**src/rtl/tray_mult_enc.sv**
```systemverilog
module tray_mult_enc #(
  parameter int NBRD      = 8,
  parameter int NGRP      = 3,
  parameter int NCH       = 8,
  parameter int CROSS_LEN = 4,
  parameter int MIN_HOLD  = 2
) (
  input  logic                                   clk,
  input  logic                                   rst,
  input  logic                                   strobe_mode,
  input  logic [2:0]                             strobe_phase,
  input  logic                                   strobe,
  input  logic [NBRD*NGRP*NCH-1:0]               hits,
  output logic [$clog2(NBRD*NGRP+1)-1:0]         mult
);
  localparam int NG = NBRD * NGRP;
  localparam int NH = NG * NCH;
  localparam int BW = $clog2(NGRP + 1);
  localparam int MW = $clog2(NG + 1);
  localparam int WW = (CROSS_LEN > 1) ? $clog2(CROSS_LEN) : 1;
  localparam int HW = $clog2(MIN_HOLD + 1);
  localparam int NP = NBRD / 2;

  logic [NH-1:0] s1, s2;
  logic [NG-1:0] acc, grp_now, grp_win;

  for (genvar g = 0; g < NG; g++) begin : g_grp
    assign grp_now[g] = |s2[g*NCH +: NCH];
  end
  assign grp_win = acc | grp_now;

  logic [WW-1:0] wcnt;
  logic          strb_d, armed, rise, self_evt, st_evt, latch;
  logic [2:0]    dcnt;

  assign rise     = strobe & ~strb_d;
  assign self_evt = !strobe_mode && (wcnt == WW'(CROSS_LEN - 1));
  assign st_evt   = strobe_mode && armed && (dcnt == 3'd0);
  assign latch    = self_evt | st_evt;

  always_ff @(posedge clk) begin
    if (rst) begin
      s1 <= '0; s2 <= '0; acc <= '0;
      wcnt <= '0; strb_d <= 1'b0; armed <= 1'b0; dcnt <= '0;
    end else begin
      s1  <= hits;
      s2  <= s1;
      acc <= latch ? '0 : grp_win;
      wcnt <= (wcnt == WW'(CROSS_LEN - 1)) ? '0 : wcnt + 1'b1;
      strb_d <= strobe;
      if (armed) begin
        if (dcnt == 3'd0) armed <= 1'b0;
        else dcnt <= dcnt - 3'd1;
      end else if (strobe_mode && rise) begin
        armed <= 1'b1;
        dcnt  <= strobe_phase;
      end
    end
  end

  logic [BW-1:0] bsum [NBRD];
  logic [BW-1:0] bcnt [NBRD];
  logic [MW-1:0] pair [NP];
  logic [MW-1:0] tot, tot_c, pend_val;
  logic          v1, v2, v3, pend, upd;
  logic [HW-1:0] hcnt;

  always_comb begin
    for (int b = 0; b < NBRD; b++) begin
      bsum[b] = '0;
      for (int g = 0; g < NGRP; g++) bsum[b] = bsum[b] + BW'(grp_win[b*NGRP+g]);
    end
    tot_c = '0;
    for (int p = 0; p < NP; p++) tot_c = tot_c + pair[p];
  end

  assign upd = (v3 || pend) && (hcnt == '0);

  always_ff @(posedge clk) begin
    if (rst) begin
      for (int b = 0; b < NBRD; b++) bcnt[b] <= '0;
      for (int p = 0; p < NP; p++) pair[p] <= '0;
      tot <= '0; pend_val <= '0; mult <= '0;
      v1 <= 1'b0; v2 <= 1'b0; v3 <= 1'b0; pend <= 1'b0; hcnt <= '0;
    end else begin
      v1 <= latch; v2 <= v1; v3 <= v2;
      if (latch) for (int b = 0; b < NBRD; b++) bcnt[b] <= bsum[b];
      if (v1) for (int p = 0; p < NP; p++) pair[p] <= MW'(bcnt[2*p]) + MW'(bcnt[2*p+1]);
      if (v2) tot <= tot_c;
      if (upd) begin
        mult <= v3 ? tot : pend_val;
        pend <= 1'b0;
        hcnt <= HW'(MIN_HOLD - 1);
      end else begin
        if (v3) begin pend <= 1'b1; pend_val <= tot; end
        if (hcnt != '0) hcnt <= hcnt - 1'b1;
      end
    end
  end
endmodule

```
**config.mk**
```make
export PLATFORM = sky130hd
export DESIGN_NAME = tray_mult_enc
export DESIGN_NICKNAME = d
export VERILOG_FILES = /design/src/rtl/tray_mult_enc.sv
export SDC_FILE = /design/constraint.sdc
export NUM_CORES = 1
export LEC_CHECK = 0
export ABC_AREA = 1
export BUFFER_PORTS_ARGS = -buffer_cell sky130_fd_sc_hd__buf_4
export CORE_ASPECT_RATIO = 1.2
export CORE_UTILIZATION = 25
export CTS_BUF_LIST = sky130_fd_sc_hd__clkbuf_2 sky130_fd_sc_hd__clkbuf_4 sky130_fd_sc_hd__clkbuf_8
export DETAILED_ROUTE_END_ITERATION = 8
export GPL_TIMING_DRIVEN = 0
export PLACE_DENSITY_LB_ADDON = 0.2
export SLEW_MARGIN = 20
export SYNTH_ARGS = -nofsm -noshare
export SYNTH_HDL_FRONTEND = slang
export SYNTH_SLANG_ARGS = --single-unit
```
**constraint.sdc**
```tcl
create_clock -name clk -period 2.3 [get_ports clk]
set_input_delay 0.115 -clock clk [delete_from_list [all_inputs] [get_ports clk]]
set_output_delay 0.115 -clock clk [all_outputs]
set_load 0.05 [all_outputs]
```
**After elaboration in Yosys (flattened, before gate mapping)**

Memory sizes are Yosys's and may differ from the RTL's.
Cells that the tools add are included.

- Bits in registers: 436
- Input port bits: 199
- Bits in writable memories: 28
- Memory bits (read-only): 0
- Bits in latches: 0
- Memories: 2
- Output and inout port bits: 5
- Logic and storage cells: 131

- Multiplexer cells: 29
- $add $sub $neg: 26
- Div/mod/pow operators: 0
- Shift operators: 0
- Equal/unequal tests: 2
- Order comparisons: 0
- $mul: 0
- Reductions and logical operators: 40
- Bitwise gates (word level): 16

Memory list:

| memory | depth | bits a word | read ports | clocked after Yosys merged registers in | write ports | line | RTL |
|---|---|---|---|---|---|---|---|
| bcnt | 8 | 2 | 8 | 0 | 8 | 62 | `logic [BW-1:0] bcnt [NBRD];` |
| pair | 4 | 3 | 4 | 0 | 4 | 63 | `logic [MW-1:0] pair [NP];` |

Operator list:

| kind | count |
|---|---|
| OR reduction 8 bit | 24 |
| bitwise OR 24 bit | 1 |
| two-way mux 3 bit | 7 |
| adder 1 x 1 -> 2 bit | 8 |
| adder 2 x 1 -> 2 bit | 8 |
| two-way mux 2 bit | 8 |
| adder 5 bit | 3 |
| two-way mux 1 bit | 13 |
| bitwise OR 1 bit | 13 |
| adder 2 x 2 -> 3 bit | 4 |
| nonzero test 2 bit | 3 |
| OR reduction 2 bit | 3 |
| logical AND 1 bit | 5 |
| two-way mux 5 bit | 1 |
| zero test 3 bit | 1 |
| subtractor 3 x 1 -> 3 bit (second input constant) | 1 |
| adder 2 x 1 -> 2 bit (second input constant) | 1 |
| == test 2 bit (second input constant) | 1 |
| zero test 2 bit | 1 |
| != test 2 bit (second input constant) | 1 |
| AND reduction 2 bit | 1 |
| subtractor 2 x 1 -> 2 bit (second input constant) | 1 |
| bitwise AND 1 bit | 1 |
| zero test 1 bit | 1 |
| other kinds (2) | 2 |

**Logic depth before layout (Yosys ltp)**

Gate-level depths: netlist of the first run.

- Depth after elaboration: 7
- Depth in mapped cells: 10
- Depth with buffers taken out: 10

**Worst setup path after synthesis of the first run**

OpenSTA, ideal clock, no wires.

- Path kind: register to register
- Start point: mem pair[3][1] (netlist bit)
- End point: reg tot[3]
- Clock period less this slack: 2.385 ns
- Buffers on the path: 0
- Cell stages (with the launch flop): 11
- Required time: 2.185 ns
- Library setup time: 0.115 ns
- Slack: -0.085 ns
- Data arrival time: 2.270 ns
- Cell sequence: edfxtp_1 -> inv_1 -> fa_1 -> inv_1 -> fa_1 -> ha_1 -> inv_1 -> fa_1 -> xnor2_1 -> o21ai_0 -> inv_1

RTL lines:

| element | line | RTL |
|---|---|---|
| start: declaration | 63 |  |
| end signal: assignment | 89 | `if (v2) tot <= tot_c;` |
| end: declaration | 64 | `logic [MW-1:0] tot, tot_c, pend_val;` |

==> impl_metrics.json, run 1 <==
{
  "outcome": "finished, violations left",
  "violations": "setup timing",
  "fmax_mhz": 425.2,
  "areaGrowthSynthToFinish_pct": 41.97,
  "synth_top_area_cell": "dfxtp_1",
  "ys_ff_latch": 464,
  "drc": 0,
  "crit_start": "pair[3][1]$_SDFFCE_PN0P_",
  "coreArea_mm2": 0.05838,
  "drive_above_1_share_pct": 18.55,
  "ys_warn_count": 0,
  "multiInputGateArea_mm2": 0.003268,
  "p_per_area_mw_per_mm2": 850.5,
  "cp_data_arrival_time_ns": 2.86,
  "setup_slack_ns": -0.05184,
  "ios": 204,
  "yosys.cell_count.top_type": "nor2_1",
  "combPwrFrac_pct": 8.8,
  "rr_startpoint": "pair[3][1]$_SDFFCE_PN0P_",
  "intPower_mw": 13.81,
  "grt_pass1_wl_um": 50750,
  "die_h_um": 268.1,
  "clk_path_buf_depth": 3,
  "p_sw_mw": 3.993,
  "max_stage_delay_ns": 0.52,
  "clk_latency_ns": 0.62,
  "num_vias": 10770,
  "antenna_found_initial": 1,
  "finalSetupViolCount": 2,
  "grt_overflow": 0,
  "dieArea_mm2": 0.05997,
  "dieWidth_um": 223.7,
  "postSynthCellCount": 1664,
  "cp_max_fo": 2,
  "synth_edf_count": 28,
  "clock-root-buffer": "clkbuf_8",
  "worstPathRequired_ns": 2.81,
  "cp_cell_sequence": "inv_2, fa_1, inv_1, fa_1, ha_2, inv_2, fa_2, xnor2_1, o21ai_1, inv_1",
  "min_from": "hits[139]",
  "first_pass_iters": 6,
  "seq_area_mm2": 0.009570,
  "cts_tree": "yes",
  "postPlaceCellArea_mm2": 0.01727,
  "grt_pass1_vias": 11080,
  "crit_type": "reg -> reg",
  "drtIter0Drc": 240,
  "slew_viol_final": 0,
  "syn-num-nets": 1893,
  "crit_family": "adder cells",
  "maxCapViolations": 0,
  "p_seq_share_pct": 48.8,
  "rows": 97,
  "start_kind": "register",
  "fin_hold_ws_ns": 0.2414,
  "synthArstFlopShare_pct": 0,
  "endpoint_kind": "register",
  "hold_path.class": "in -> reg",
  "yosysSeqAreaShare_pct": 64.89,
  "synth.distinct_cells": 26,
  "n_fill_cell": 5997,
  "grt_usage_pct": 10.78,
  "worst_slew_pin_slew_ns": 0.5162,
  "post_drt_via_cell_ratio": 3.599,
  "min_period_ns": 2.352,
  "pwr-share-clk_pct": 42.4,
  "ir_worst_vdd_uv": 339.3,
  "synth.area.top_cells": "dfxtp_1 59%, nor2_1 15%, inv_1 11%, edfxtp_1 5.7%, fa_1 2.4%",
  "critPathSlowestCell": "fa_1",
  "final_area_mm2": 0.02094,
  "routed_wl_um": 31250,
  "cts_max_level": 3,
  "synth_common_cells": "575 x nor2_1, 436 x dfxtp_1, 430 x inv_1",
  "dp_hpwl_um": 21480,
  "max_slew_margin_pct": 65.50,
  "clock-sinks": 464,
  "period_share_pct": 102.3,
  "wl_per_cell_um": 10.44,
  "switching_share_pct": 22.43,
  "ant_nets": 0,
  "clock-skew-final_ns": 0.02840,
  "final_nets": 2380,
  "portBuffers": 203,
  "synth_top_cell_area_share_pct": 59.19,
  "cts_buffers": 77,
  "leakage_nw": 10.13,
  "clk_pin_slew_ns": 0.05,
  "place_congestion": 0.6956,
  "synth_area_mm2": 0.01475,
  "grt_max_degree": 26,
  "setup_tns_ns": -0.08106,
  "hold_violations": 0,
  "start_util_pct": 25.26,
  "rsz0062_at_grt": "true",
  "cp_num_buf_inv": 4,
  "syn_avg_cell_area_um2": 8.862,
  "ys.flop_type": "dfxtp_1"
}
-- final timing paths --
| check | to | cells after the start | slack (ns) |
|---|---|---|---|
| hold / removal | s1[139]$_SDFF_PP0_ | 4 | 0.24 |
| hold reg to reg | s2[154]$_SDFF_PP0_ | 2 | 0.39 |
| setup reg to reg | tot[3]$_SDFFE_PP0P_ | 10 | -0.05 |
| setup / recovery | tot[3]$_SDFFE_PP0P_ | 10 | -0.05 |
-- worst min-delay path: stages --
cell           delay, ns
dlygate4sd3_1       0.52
buf_4               0.09
inv_1               0.03
nor2_1              0.06
-- power groups by stage --
stage | clock (mW) | combinational (mW) | sequential [mW]
final | 7.55 | 1.57 | 8.68
after global routing | 8.25 | 1.81 | 8.72
after CTS | 7.92 | 1.62 | 8.69
after detailed placement | 0 | 1.33 | 8.86
after global placement | 0 | 1.32 | 8.86
after floorplan | 0 | 0.765 | 8.84
-- per-stage QoR --
step	total power, mW	cells	worst slack, ns	utilization, %
final	17.81	2993	-0.05184	35.86
after global routing	18.78	2993	-0.1422	35.86
after CTS	18.22	2992	-0.06515	35.85
after detailed placement	10.19	2659	-0.06731	29.58
after global placement	10.18	2659	-0.08886	29.58
after floorplan	9.600	1664	-0.02222	-
-- cell type report --
type	count	area share, %
inverters	431	7.727
flip-flops and latches	464	45.71
well taps	792	4.733
repair buffers	408	17.07
diodes	1	0.01195
plain buffers	53	1.428
clock inverters	15	1.058
multi-input cells	716	15.61
clock buffers	113	6.652
-- registers in the layout, summed over array words and instances, names as in the netlist --
signal	flops
pend_val	5
pend	1
acc	24
v2	1
v3	1
v1	1
tot	5
bcnt	16
pair	12
strb_d	1
dcnt	3
armed	1
wcnt	2
s1	192
s2	192
mult	5
hcnt	2
-- cell families after synthesis --
logic type	count (synthesis)	share of synthesized area, %
xor+xnor	1	0.05940
fa+ha+maj	30	3.462
simple gates	654	17.53
flops	464	64.89
compound gates	31	1.061
buf+inv	484	13.00
-- repair_timing --
action	CTS	global route
buffers inserted	1	0
hold buffers	204	0
pin swaps	0	3
hold endpoints to repair	217	0
resized for setup	1	4
setup endpoints to repair	2	5
-- routing by layer --
| metal | vias to the layer above | wire length (µm) | global-route usage, % |
|---|---|---|---|
| li1 | 5680 | - | - |
| met1 | 4815 | 13030 | 11.48 |
| met2 | 211 | 15990 | 19.75 |
| met3 | 66 | 1416 | 2.887 |
| met4 | 0 | 818 | 4.980 |
| met5 | - | 0 | 0 |
-- cell usage in the layout (no fill, tap or decap), types with 11 or more instances in the layout --
cell           Yosys  layout
dlygate4sd3_1      0     204
dfxtp_1          436     435
ha_1              12      11
buf_2             43      43
nand2_1           25      25
nand4_1           20      20
inv_1            430     428
clkbuf_4           0      26
buf_4              6     210
edfxtp_1          28      28
fa_1              18      16
nor2_1           575     575
o21ai_0           24      22
clkbuf_8           0      87
Note: power is estimated with default switching activity, not from simulation.
==> inputs of run 2 (changes only) <==
Settings changed: BUFFER_PORTS_ARGS -buffer_cell sky130_fd_sc_hd__buf_4 to not set, DONT_BUFFER_PORTS set to 1.
==> impl_metrics.json, run 2 (synthesis results as in run 1) <==
{
  "clk_path_buf_depth": 3,
  "ios": 204,
  "first_pass_iters": 4,
  "start_util_pct": 25.26,
  "clk_pin_slew_ns": 0.06,
  "rsz0062_at_grt": "true",
  "clock-root-buffer": "clkbuf_8",
  "leakage_nw": 9.267,
  "max_stage_delay_ns": 0.52,
  "worst_slew_pin_slew_ns": 0.5515,
  "min_period_ns": 2.382,
  "num_vias": 10170,
  "violations": "setup timing",
  "grt_pass1_vias": 10400,
  "start_kind": "register",
  "setup_slack_ns": -0.08193,
  "r2r_cells": 10,
  "period_share_pct": 103.6,
  "finalSetupViolCount": 2,
  "fmax_mhz": 419.8,
  "drive_above_1_share_pct": 11.04,
  "post_drt_via_cell_ratio": 3.628,
  "dp_hpwl_um": 20820,
  "grt_pass1_wl_um": 49260,
  "coreArea_mm2": 0.05838,
  "portBuffers": 0,
  "p_per_area_mw_per_mm2": 933.5,
  "ir_worst_vdd_uv": 400.3,
  "outcome": "finished, violations left",
  "grt_overflow": 0,
  "antenna_found_initial": 1,
  "cts_max_level": 3,
  "max_slew_margin_pct": 63.19,
  "endpoint_kind": "register",
  "die_h_um": 268.1,
  "areaGrowthSynthToFinish_pct": 33.33,
  "critPathSlowestCell": "fa_1",
  "hold_violations": 0,
  "grt_usage_pct": 10.62,
  "cp_max_fo": 2,
  "intPower_mw": 14.21,
  "cts_buffers": 79,
  "largestRegisters": "s1 x192, s2 x192, acc x24",
  "rows": 97,
  "hold_path.class": "in -> reg",
  "routed_wl_um": 30810,
  "slew_viol_final": 0,
  "place_ws_ns": -0.1042,
  "grt_max_degree": 26,
  "cts_tree": "yes",
  "clock-sinks": 464,
  "dieArea_mm2": 0.05997,
  "maxCapViolations": 0,
  "final_nets": 2179,
  "combPwrFrac_pct": 7.1,
  "wl_per_cell_um": 10.99,
  "clock-skew-final_ns": 0.03044,
  "p_sw_mw": 4.144,
  "clk_latency_ns": 0.65,
  "final_cells": 2804,
  "p_seq_share_pct": 47.4,
  "ant_nets": 0,
  "mostFrequentLayoutCells": "575 x nor2_1, 434 x dfxtp_1, 428 x inv_1",
  "drc": 0,
  "switching_share_pct": 22.58,
  "dp_cells": 2456,
  "dieWidth_um": 223.7,
  "pwr-share-clk_pct": 45.5,
  "layout_commonest_cell": "nor2_1",
  "place_congestion": 0.7157,
  "cp_cell_sequence": "inv_2, fa_1, inv_1, fa_1, ha_2, inv_2, fa_2, xnor2_1, o21ai_1, inv_1",
  "drtIter0Drc": 255,
  "whs_path_depth": 3,
  "worstPathRequired_ns": 2.83,
  "cp_data_arrival_time_ns": 2.91,
  "crit_type": "reg -> reg"
}
==> run 2: what timing repair did <==
item                       4_1_cts  5_1_grt
hold buffers                   204        0
setup endpoints to repair        2        5
hold endpoints to repair       245        0
setup buffers                    1        0
resized for setup                2        6
pin swaps                        2        1
==> run 2: power by group through the flow <==
stage / clock (mW) / combinational, mW / sequential (mW)
floorplan: 0 / 0.765 / 8.84
detailed placement: 0 / 1.07 / 8.87
CTS: 8.73 / 1.36 / 8.70
global route: 9.10 / 1.53 / 8.73
global placement: 0 / 1.06 / 8.87
finish: 8.35 / 1.31 / 8.69
==> run 2: through the flow <==
step,total power [mW],setup TNS (ns),utilization [%],area (µm²),hold slack (ns)
after floorplan,9.600,-0.02222,-,14750,0.1984
after global placement,9.926,-0.1621,26.97,15740,0.2063
after CTS,18.79,-0.1916,33.65,19650,0.02943
after detailed placement,9.943,-0.1761,26.97,15740,0.2050
final,18.35,-0.1320,33.68,19660,0.07459
after global routing,19.36,-0.3301,33.68,19660,0.07166
==> run 2: final cells by class <==
class	instances	area, µm²
fillers	6033	38720
diodes	1	2.502
plain buffers	53	299.0
clock inverters	16	237.7
multi-input cells	716	3277
inverters	431	1618
well taps	792	991.0
clock buffers	126	1615
flip-flops and latches	464	9572
repair buffers	205	2049
==> run 2: final timing paths <==
check	startpoint	endpoint	slack, ns
hold reg to reg	s1[94]$_SDFF_PP0_	s2[94]$_SDFF_PP0_	0.39
hold / removal	rst	s1[24]$_SDFF_PP0_	0.07
setup reg to reg	pair[3][1]$_SDFFCE_PN0P_	tot[3]$_SDFFE_PP0P_	-0.08
setup / recovery	pair[3][1]$_SDFFCE_PN0P_	tot[3]$_SDFFE_PP0P_	-0.08
==> run 2: critical path: cells and delay by family, from the launching register on <==
family	cells	cell delay, ns
buffers and inverters	4	0.18
adders and majority gates	4	1.51
DFF	1	0.33
xor gates and xnor gates	1	0.13
AOI/OAI and AO/OA	1	0.11
==> run 2: per-layer routing <==
metal	up-vias	wire length (µm)	track usage [%]
li1	5287	-	-
met1	4610	12570	11.07
met2	206	15770	19.25
met3	69	1440	2.799
met4	0	1032	6.090
met5	-	0	0
==> inputs of run 3 (changes only) <==
Settings changed: CORE_MARGIN set to 3.
Clock period 2.3 ns to 2.01 ns, I/O delays scaled along.
==> impl_metrics.json, run 3 (synthesis results as in run 1) <==
{
  "r2r_slack_ns": -0.39,
  "max_slew_margin_pct": 62.53,
  "antenna_found_initial": 1,
  "p_sw_mw": 4.720,
  "slew_viol_final": 0,
  "ir_worst_vdd_uv": 448.2,
  "clock-skew-final_ns": 0.01863,
  "wl_per_cell_um": 11.15,
  "dieWidth_um": 227.7,
  "largestRegisters": "s1 x192, s2 x192, acc x24",
  "cts_buffers": 78,
  "max_stage_delay_ns": 0.53,
  "mostFrequentLayoutCells": "574 x nor2_1, 436 x dfxtp_1, 428 x inv_1",
  "min_from": "hits[165]",
  "hold_end": "s1[165]$_SDFF_PP0_",
  "hold_violations": 0,
  "worstPathRequired_ns": 2.54,
  "min_period_ns": 2.403,
  "clock-root-buffer": "clkbuf_8",
  "start_util_pct": 25.52,
  "die_h_um": 272.1,
  "p_per_area_mw_per_mm2": 1055,
  "power.total_mw": 20.61,
  "grt_usage_pct": 10.33,
  "outcome": "finished, violations left",
  "rows": 96,
  "period_share_pct": 119.6,
  "place_congestion": 0.7095,
  "grt_pass1_vias": 10530,
  "ant_nets": 0,
  "cp_num_buf_inv": 4,
  "combPwrFrac_pct": 7.3,
  "drive_above_1_share_pct": 10.76,
  "clock-sinks": 464,
  "pwr-share-clk_pct": 44.4,
  "dieArea_mm2": 0.06195,
  "p_seq_share_pct": 48.3,
  "post_drt_via_cell_ratio": 3.621,
  "first_pass_iters": 4,
  "ios": 204,
  "regToRegEndpoint": "tot[3]$_SDFFE_PP0P_",
  "cts_tree": "yes",
  "finalSetupViolCount": 3,
  "violations": "setup timing",
  "critPathSlowestCell": "fa_1",
  "rr_startpoint": "pair[3][1]$_SDFFCE_PN0P_",
  "clk_path_buf_depth": 3,
  "hold_path.class": "in -> reg",
  "cp_cell_sequence": "inv_2, fa_1, inv_1, fa_1, ha_4, inv_2, fa_2, xnor2_1, o21ai_1, inv_1",
  "clk_pin_slew_ns": 0.06,
  "crit_type": "reg -> reg",
  "cp_data_arrival_time_ns": 2.93,
  "intPower_mw": 15.89,
  "routed_wl_um": 31150,
  "whs_path_depth": 3,
  "fmax_mhz": 416.1,
  "clk_latency_ns": 0.64,
  "maxCapViolations": 0,
  "layout_commonest_cell": "nor2_1",
  "num_vias": 10110,
  "areaGrowthSynthToFinish_pct": 32.47,
  "cts_max_level": 3,
  "coreArea_mm2": 0.05778,
  "crit_family": "adder cells",
  "grt_pass1_wl_um": 50820,
  "endpoint_kind": "register",
  "grt_max_degree": 26,
  "r2r_cells": 10,
  "start_kind": "register",
  "dp_hpwl_um": 21150,
  "drc": 0,
  "drtIter0Drc": 263,
  "final_cells": 2793,
  "rsz0062_at_grt": "true",
  "switching_share_pct": 22.90,
  "cp_max_fo": 2,
  "leakage_nw": 9.212,
  "grt_overflow": 0,
  "dp_cells": 2448,
  "setup_slack_ns": -0.3935,
  "final_nets": 2175,
  "portBuffers": 0,
  "worst_slew_pin_slew_ns": 0.5613
}
==> run 3: cell types whose count changed in the layout (fill, tap and decap cells not counted), moves of 2 or more <==
cell,change
clkinvlp_4,-2
dfxtp_1,+2
inv_6,+4
clkbuf_8,-7
clkbuf_4,+7
bufinv_16,-2
clkinv_1,+2
dlygate4sd3_1,-3
dfxtp_2,-2
==> run 3: worst max path at each step <==
stage                                  start                  end  depth (start not counted)  slack, ns
detailed placement  pair[3][1]$_SDFFCE_PN0P_  tot[3]$_SDFFE_PP0P_                         10      -0.42
global placement    pair[3][1]$_SDFFCE_PN0P_  tot[3]$_SDFFE_PP0P_                         10      -0.37
finish              pair[3][1]$_SDFFCE_PN0P_  tot[3]$_SDFFE_PP0P_                         10      -0.39
CTS                 pair[3][1]$_SDFFCE_PN0P_  tot[3]$_SDFFE_PP0P_                         10      -0.40
global route        pair[3][1]$_SDFFCE_PN0P_  tot[3]$_SDFFE_PP0P_                         10      -0.51
floorplan           pair[3][1]$_SDFFCE_PN0P_  tot[3]$_SDFFE_PP0P_                         10      -0.31
==> run 3: layout make-up <==
cell class              count  area [µm²]
diodes                      1       2.502
inverters                 431        1618
plain buffers              53       299.0
well taps                 784       980.9
clock buffers             126        1572
repair buffers            202        2019
flip-flops and latches    464        9569
multi-input cells         716        3278
clock inverters            16       196.4
fillers                  5959       38240
==> run 3: power by group through the flow <==
stage          combinational, mW  sequential [mW]  clock [mW]
2_1_floorplan              0.876             10.1           0
3_3_place_gp                1.21             10.1           0
3_5_place_dp                1.24             10.2           0
4_1_cts                     1.56             9.95        9.58
5_1_grt                     1.77             9.99        9.98
6_report                    1.51             9.95        9.15
==> run 3: repair_timing <==
action	CTS	global route
setup buffers	1	0
pin swaps	2	3
endpoints found under the hold margin	250	0
hold buffers	201	0
resized for setup	0	3
setup endpoints to repair	4	4
==> run 3: metrics by stage <==
step | setup WS (ns) | instance area [µm²] | hold WS (ns) | utilization [%] | setup TNS, ns
after floorplan | -0.3098 | 14750 | 0.1839 | - | -0.5873
after global placement | -0.3717 | 15730 | 0.1923 | 27.23 | -0.7901
after detailed placement | -0.4157 | 15730 | 0.1918 | 27.23 | -0.8863
after CTS | -0.3965 | 19520 | 0.01534 | 33.79 | -0.8880
after global routing | -0.5074 | 19540 | 0.05268 | 33.81 | -1.192
final | -0.3935 | 19540 | 0.1173 | 33.81 | -0.8706
==> run 3: worst register-to-register path: cells and delay by family, from the launching register on <==
family	cells	cell delay (ns)
xor gates and xnor gates	1	0.14
AOI/OAI and AO/OA	1	0.13
DFF	1	0.34
buffers and inverters	4	0.16
adders and majority gates	4	1.53
==> run 3: routing by layer <==
metal	wire length [µm]	part of all wire, %	up-vias	GRT usage (%)
li1	-	-	5299	-
met1	12640	41	4507	11.03
met2	15840	51	223	18.45
met3	1486	4.8	84	2.626
met4	1181	3.8	0	6.039
met5	0	0	-	0
